`src/rtl/pcs_pkg.sv`:
```
package pcs_pkg;
  localparam int unsigned REG_ADDR_W = 2;
  localparam int unsigned REG_DATA_W = 8;
  localparam logic [REG_ADDR_W-1:0] ADDR_CTRL = 2'd0;
  localparam logic [REG_ADDR_W-1:0] ADDR_FREE = 2'd1;
  localparam int unsigned RUN_BIT = 3;
endpackage

```
`src/rtl/pcs_sync.sv`:
```
module pcs_sync #(
  parameter int unsigned STAGES  = 2,
  parameter logic        RST_VAL = 1'b0
) (
  input  logic clk,
  input  logic rst_n,
  input  logic d,
  output logic q
);
  logic [STAGES-1:0] sh_q;
  logic [STAGES-1:0] sh_d;

  always_comb begin
    sh_d = {sh_q[STAGES-2:0], d};
  end

  always_ff @(posedge clk or negedge rst_n) begin
    if (!rst_n) sh_q <= {STAGES{RST_VAL}};
    else        sh_q <= sh_d;
  end

  assign q = sh_q[STAGES-1];
endmodule

```
`src/rtl/pcs_regs.sv`:
```
module pcs_regs
  import pcs_pkg::*;
#(
  parameter int unsigned N_FREE = 3
) (
  input  logic                  clk,
  input  logic                  rst_n,
  input  logic                  wr_en,
  input  logic [REG_ADDR_W-1:0] addr,
  input  logic [REG_DATA_W-1:0] wdata,
  input  logic                  run_status,
  output logic                  sw_run,
  output logic [N_FREE-1:0]     free_run,
  output logic [REG_DATA_W-1:0] rdata
);
  logic              ctrl_we;
  logic              free_we;
  logic              sw_run_q;
  logic [N_FREE-1:0] free_q;
  logic              unused_wbits;

  always_comb begin
    ctrl_we = wr_en && (addr == ADDR_CTRL);
    free_we = wr_en && (addr == ADDR_FREE);
  end

  always_ff @(posedge clk or negedge rst_n) begin
    if (!rst_n) begin
      sw_run_q <= 1'b1;
      free_q   <= '0;
    end else begin
      if (ctrl_we) sw_run_q <= wdata[RUN_BIT];
      if (free_we) free_q   <= wdata[N_FREE-1:0];
    end
  end

  always_comb begin
    rdata = '0;
    case (addr)
      ADDR_CTRL: rdata[RUN_BIT]    = run_status;
      ADDR_FREE: rdata[N_FREE-1:0] = free_q;
      default:   rdata = '0;
    endcase
  end

  assign unused_wbits = ^wdata;
  assign sw_run   = sw_run_q;
  assign free_run = free_q;
endmodule

```
`src/rtl/pcs_gate.sv`:
```
module pcs_gate (
  input  logic clk,
  input  logic rst_n,
  input  logic phase_q,
  input  logic run_req,
  output logic clk_o
);
  logic en_q, en_d;
  logic out_q, out_d;

  always_comb begin
    en_d  = phase_q ? run_req : en_q;
    out_d = ~phase_q & en_q;
  end

  always_ff @(posedge clk or negedge rst_n) begin
    if (!rst_n) begin
      en_q  <= 1'b1;
      out_q <= 1'b0;
    end else begin
      en_q  <= en_d;
      out_q <= out_d;
    end
  end

  assign clk_o = out_q;
endmodule

```
`src/rtl/pci_clk_stop_ctrl.sv`:
```
module pci_clk_stop_ctrl
  import pcs_pkg::*;
#(
  parameter int unsigned N_STOP      = 6,
  parameter int unsigned N_FREE      = 3,
  parameter int unsigned SYNC_STAGES = 2
) (
  input  logic                  clk_mst,
  input  logic                  rst_n,
  input  logic                  stop_req_n,
  input  logic                  reg_wr,
  input  logic [REG_ADDR_W-1:0] reg_addr,
  input  logic [REG_DATA_W-1:0] reg_wdata,
  output logic [REG_DATA_W-1:0] reg_rdata,
  output logic [N_STOP-1:0]     pci_clk_o,
  output logic [N_FREE-1:0]     pcif_clk_o
);
  logic              rst_sync_n;
  logic              pin_sync;
  logic              sw_run;
  logic              run_all;
  logic [N_FREE-1:0] free_run;
  logic              ph_q, ph_d;

  pcs_sync #(.STAGES(2), .RST_VAL(1'b0)) u_rst_sync (
    .clk(clk_mst), .rst_n(rst_n), .d(1'b1), .q(rst_sync_n)
  );

  pcs_sync #(.STAGES(SYNC_STAGES), .RST_VAL(1'b1)) u_pin_sync (
    .clk(clk_mst), .rst_n(rst_sync_n), .d(stop_req_n), .q(pin_sync)
  );

  pcs_regs #(.N_FREE(N_FREE)) u_regs (
    .clk(clk_mst), .rst_n(rst_sync_n), .wr_en(reg_wr), .addr(reg_addr),
    .wdata(reg_wdata), .run_status(run_all), .sw_run(sw_run),
    .free_run(free_run), .rdata(reg_rdata)
  );

  always_comb begin
    run_all = pin_sync & sw_run;
    ph_d    = ~ph_q;
  end

  always_ff @(posedge clk_mst or negedge rst_sync_n) begin
    if (!rst_sync_n) ph_q <= 1'b0;
    else             ph_q <= ph_d;
  end

  for (genvar s = 0; s < N_STOP; s++) begin : g_stop
    pcs_gate u_gate (
      .clk(clk_mst), .rst_n(rst_sync_n), .phase_q(ph_q),
      .run_req(run_all), .clk_o(pci_clk_o[s])
    );
  end

  for (genvar f = 0; f < N_FREE; f++) begin : g_flex
    pcs_gate u_gate (
      .clk(clk_mst), .rst_n(rst_sync_n), .phase_q(ph_q),
      .run_req(run_all | free_run[f]), .clk_o(pcif_clk_o[f])
    );
  end
endmodule

```
`config.mk`:
```
export PLATFORM = sky130hd
export DESIGN_NAME = pci_clk_stop_ctrl
export DESIGN_NICKNAME = d
export VERILOG_FILES = /design/src/rtl/pcs_pkg.sv /design/src/rtl/pcs_sync.sv /design/src/rtl/pcs_regs.sv /design/src/rtl/pcs_gate.sv /design/src/rtl/pci_clk_stop_ctrl.sv
export SDC_FILE = /design/constraint.sdc
export NUM_CORES = 1
export LEC_CHECK = 0
export BUFFER_PORTS_ARGS = -buffer_cell sky130_fd_sc_hd__buf_4
export CORE_MARGIN = 1.5
export CORE_UTILIZATION = 44
export CTS_CLUSTER_SIZE = 25
export DETAILED_ROUTE_END_ITERATION = 6
export PLACE_DENSITY = 0.75
export RECOVER_POWER = 100
export SLEW_MARGIN = 20
export SYNTH_ARGS = -nofsm -noshare
export SYNTH_HDL_FRONTEND = slang
export SYNTH_SLANG_ARGS = --single-unit
```
`constraint.sdc`:
```
create_clock -name clk_mst -period 1.05 [get_ports clk_mst]
set_clock_uncertainty 0.05 [all_clocks]
set_input_delay 0.1575 -clock clk_mst [delete_from_list [all_inputs] [get_ports clk_mst]]
set_output_delay 0.1575 -clock clk_mst [all_outputs]
set_load 0.02 [all_outputs]
```
==> flow_summary_export.csv <==
group,metric,value,unit
synth,yosys.area.top_type,"dfrtp_1",
layout,fin_area,991,um^2
synth,ys_ff_latch,17,
layout,num_antenna_cells,0,
global_routing,top_usage_layer,"met2",
global_routing,grt_max_degree,16,
power,seq_power_share,54.6,%
status,status,"finished, violations left",
synth,synthFlopType,"dfrtp_1",
global_routing,met2_usage,25.4,%
synth,synth_warnings,0,
sta,final-hold-violation-count,0,
cts,insertion_delay,0.29,ns
placement,gp_congestion,0.696,
floorplanning,start_util,47.2,%
sta,min_period_over_period,131,%
synth,synthTopCellsByCount,"buf_4, dfrtp_1, dfstp_2, nor2b_1",
global_routing,overflow,0,
placement,portBuffers,22,
synth,syn_avg_cell_area,12.8,um^2
global_routing,grt_pass1_wl,2.06,mm
power,irDropWorstVdd,978,uV
sta,fmax,725,MHz
synth,synth.top_cell.area_share,34.8,%
cts,cts-htree-levels,1,
layout,drive_above_1_share,61.0,%
setup_path,crit_required,0.84,ns
drt,routed_via_density,4.91,
cts,cts_buffers,3,
synth,yosysSeqAreaShare,60.3,%
setup_path,end_kind,"primary output",
cts,cts_tree,"yes",
placement,place_hpwl,839,um
power,p_sw_share,25.5,%
flow_run,cap_violations,0,
global_routing,antenna_found_initial,0,
sta,setup_viol,11,
synth,synth_cell_types,14,
synth,synth_edf_count,0,
synth,ys_top_cells_by_area,"dfrtp_1, dfstp_2, buf_4",
synth,synthArstFlopShare,100,%
drt,wl,1.26,mm
placement,placed_area,852,um^2
power,internal_power,1060,uW
setup_path,cpMaxStageDelayCell,"dfstp_2",
synth,synthCells,56,
floorplanning,core_area,1520,um^2
sta,setup_slack,-0.329,ns
synth,synth.most_common_cell,"buf_4",
sta,min_period,1.38,ns
drt,drc_errors,0,
power,powerDensity,1440,nW/um^2
global_routing,met1_usage,16.4,%
cts,root_buffer,"clkbuf_4",
sta,grt_setup_unrepaired,"true",
power,cellLeakagePower,0.000482,uW
global_routing,track_usage,15.8,%
drt,ant_nets,0,
setup_path,critPathArrivalTime,1.17,ns
layout,fin_nets,97,
power,switching_power,365,uW
drt,wire_per_inst,12.8,um
hold_path,hp-class,"in -> reg",
drt,drtIter0Drc,5,
setup_path,crit_path_start_kind,"flip-flop",
floorplanning,die_w,43.4,um
status,violations,"negative setup slack",
drt,vias,481,
layout,syn_to_final_growth,37.7,%
setup_path,path_cells,"nand2_2 > nor3_4 > buf_6",
setup_path,worstSetupPathType,"reg -> out",
setup_path,crit_fanout,2,
global_routing,grt_pass1_vias,484,
cts,cts.clk_slew.worst_paths,0.10,ns
power,pwr-share-clk,24.0,%
sta,tns,-1.10,ns
floorplanning,pin_count,31,
global_routing,globalRouteMet3Util,5.83,%
synth,mappedNetlistArea,719,um^2
cts,cts.sinks,17,
floorplanning,die_h,43.4,um
cts,clock_path_buffers,2,
setup_path,slowest_delay,0.56,ns
floorplanning,dieArea,1890,um^2
sta,maxSlewViolCount,0,
floorplanning,fp-row-count,14,
power,p_comb_share,21.4,%
drt,first_pass_iters,2,
cell type report:
| cell class | instances | area [um^2] |
|---|---|---|
| timing repair buffer | 32 | 284 |
| clock inverter | 1 | 5.00 |
| clock buffer | 3 | 22.5 |
| tap | 16 | 20.0 |
| inverter | 1 | 3.75 |
| fill | 124 | 533 |
| sequential | 17 | 435 |
| multi-input combinational | 28 | 220 |
worst max-delay path: cells and delay by family, from the launching register on:
| kind | cells | cell delay (ns) |
|---|---|---|
| buffers and inverters | 1 | 0.14 |
| DFF | 1 | 0.56 |
| and+or+nand+nor | 2 | 0.19 |
registers in the layout (all words and copies together), names as in the netlist:
name                 flops
g_stop.u_gate.en_q       1
g_flex.u_gate.clk_o      3
u_rst_sync.sh_q          2
u_regs.free_run          3
g_stop.u_gate.clk_o      1
ph_q                     1
u_regs.sw_run            1
g_flex.u_gate.en_q       3
u_pin_sync.sh_q          2
power groups by stage:
stage | clock network (uW) | registers (uW) | logic, uW
after global routing | 396 | 787 | 334
after global placement | 0 | 788 | 222
final | 343 | 780 | 306
after CTS | 347 | 780 | 297
after detailed placement | 0 | 795 | 232
after floorplan | 0 | 794 | 140
layer usage:
layer,vias up,routed length [um]
li1,216,-
met1,230,462
met2,27,636
met3,8,79
met4,0,78
met5,-,0
metrics by stage:
step	total power [uW]	setup WS, ns	util, %	hold slack, ns	std cells
floorplan	934	0.00295	-	-0.188	59
global placement	1010	-0.0584	55.9	-0.110	87
CTS	1420	-0.332	64.2	0.0431	97
global route	1520	-0.381	65.0	0.0205	98
detailed placement	1030	-0.0642	55.9	-0.108	87
finish	1430	-0.329	65.0	0.0388	98
placed cells by master (no fill, tap or decap), types with 2 or more instances in the layout:
| cell type | n |
|---|---|
| o21bai_1 | 4 |
| buf_4 | 12 |
| conb_1 | 5 |
| nor2b_1 | 5 |
| buf_6 | 13 |
| dlygate4sd3_1 | 2 |
| clkbuf_4 | 5 |
| clkbuf_1 | 2 |
| mux2_2 | 3 |
| a21oi_1 | 3 |
| dfstp_2 | 7 |
| and2_4 | 3 |
| dfrtp_1 | 9 |
logic make-up after synthesis:
| logic type | after synthesis | share of synthesized area (%) |
|---|---|---|
| muxes | 4 | 6.26 |
| AOI/OAI and AO/OA | 7 | 6.26 |
| DFF | 17 | 60.3 |
| and+or+nand+nor | 12 | 12.0 |
| buffers and inverters | 14 | 14.1 |
| other | 2 | 1.04 |
worst paths after layout:
path | from | to | slack, ns | cells after the start
worst max register to register | u_regs.free_run[2] | u_regs.free_run[2] | -0.02 | 3
min in group asynchronous | u_rst_sync.sh_q[1] | ph_q | 0.18 | 1
worst min-delay path | reg_wdata[0] | u_regs.free_run[0] | 0.04 | 2
worst max-delay path | u_pin_sync.sh_q[1] | reg_rdata[3] | -0.33 | 3
max in group asynchronous | u_rst_sync.sh_q[1] | u_pin_sync.sh_q[1] | 0.47 | 1
worst min register to register | u_rst_sync.sh_q[1] | ph_q | 0.18 | 1
timing repair:
| item | in CTS | in global routing |
|---|---|---|
| buffers inserted | 4 | 1 |
| hold buffers | 2 | 0 |
| endpoints found under the hold margin | 3 | 0 |
| cloned | 0 | 0 |
| pin swaps | 0 | 0 |
| setup endpoints to repair | 10 | 14 |
| resized for setup | 15 | 4 |
Note: power is estimated with default switching activity, not from simulation.
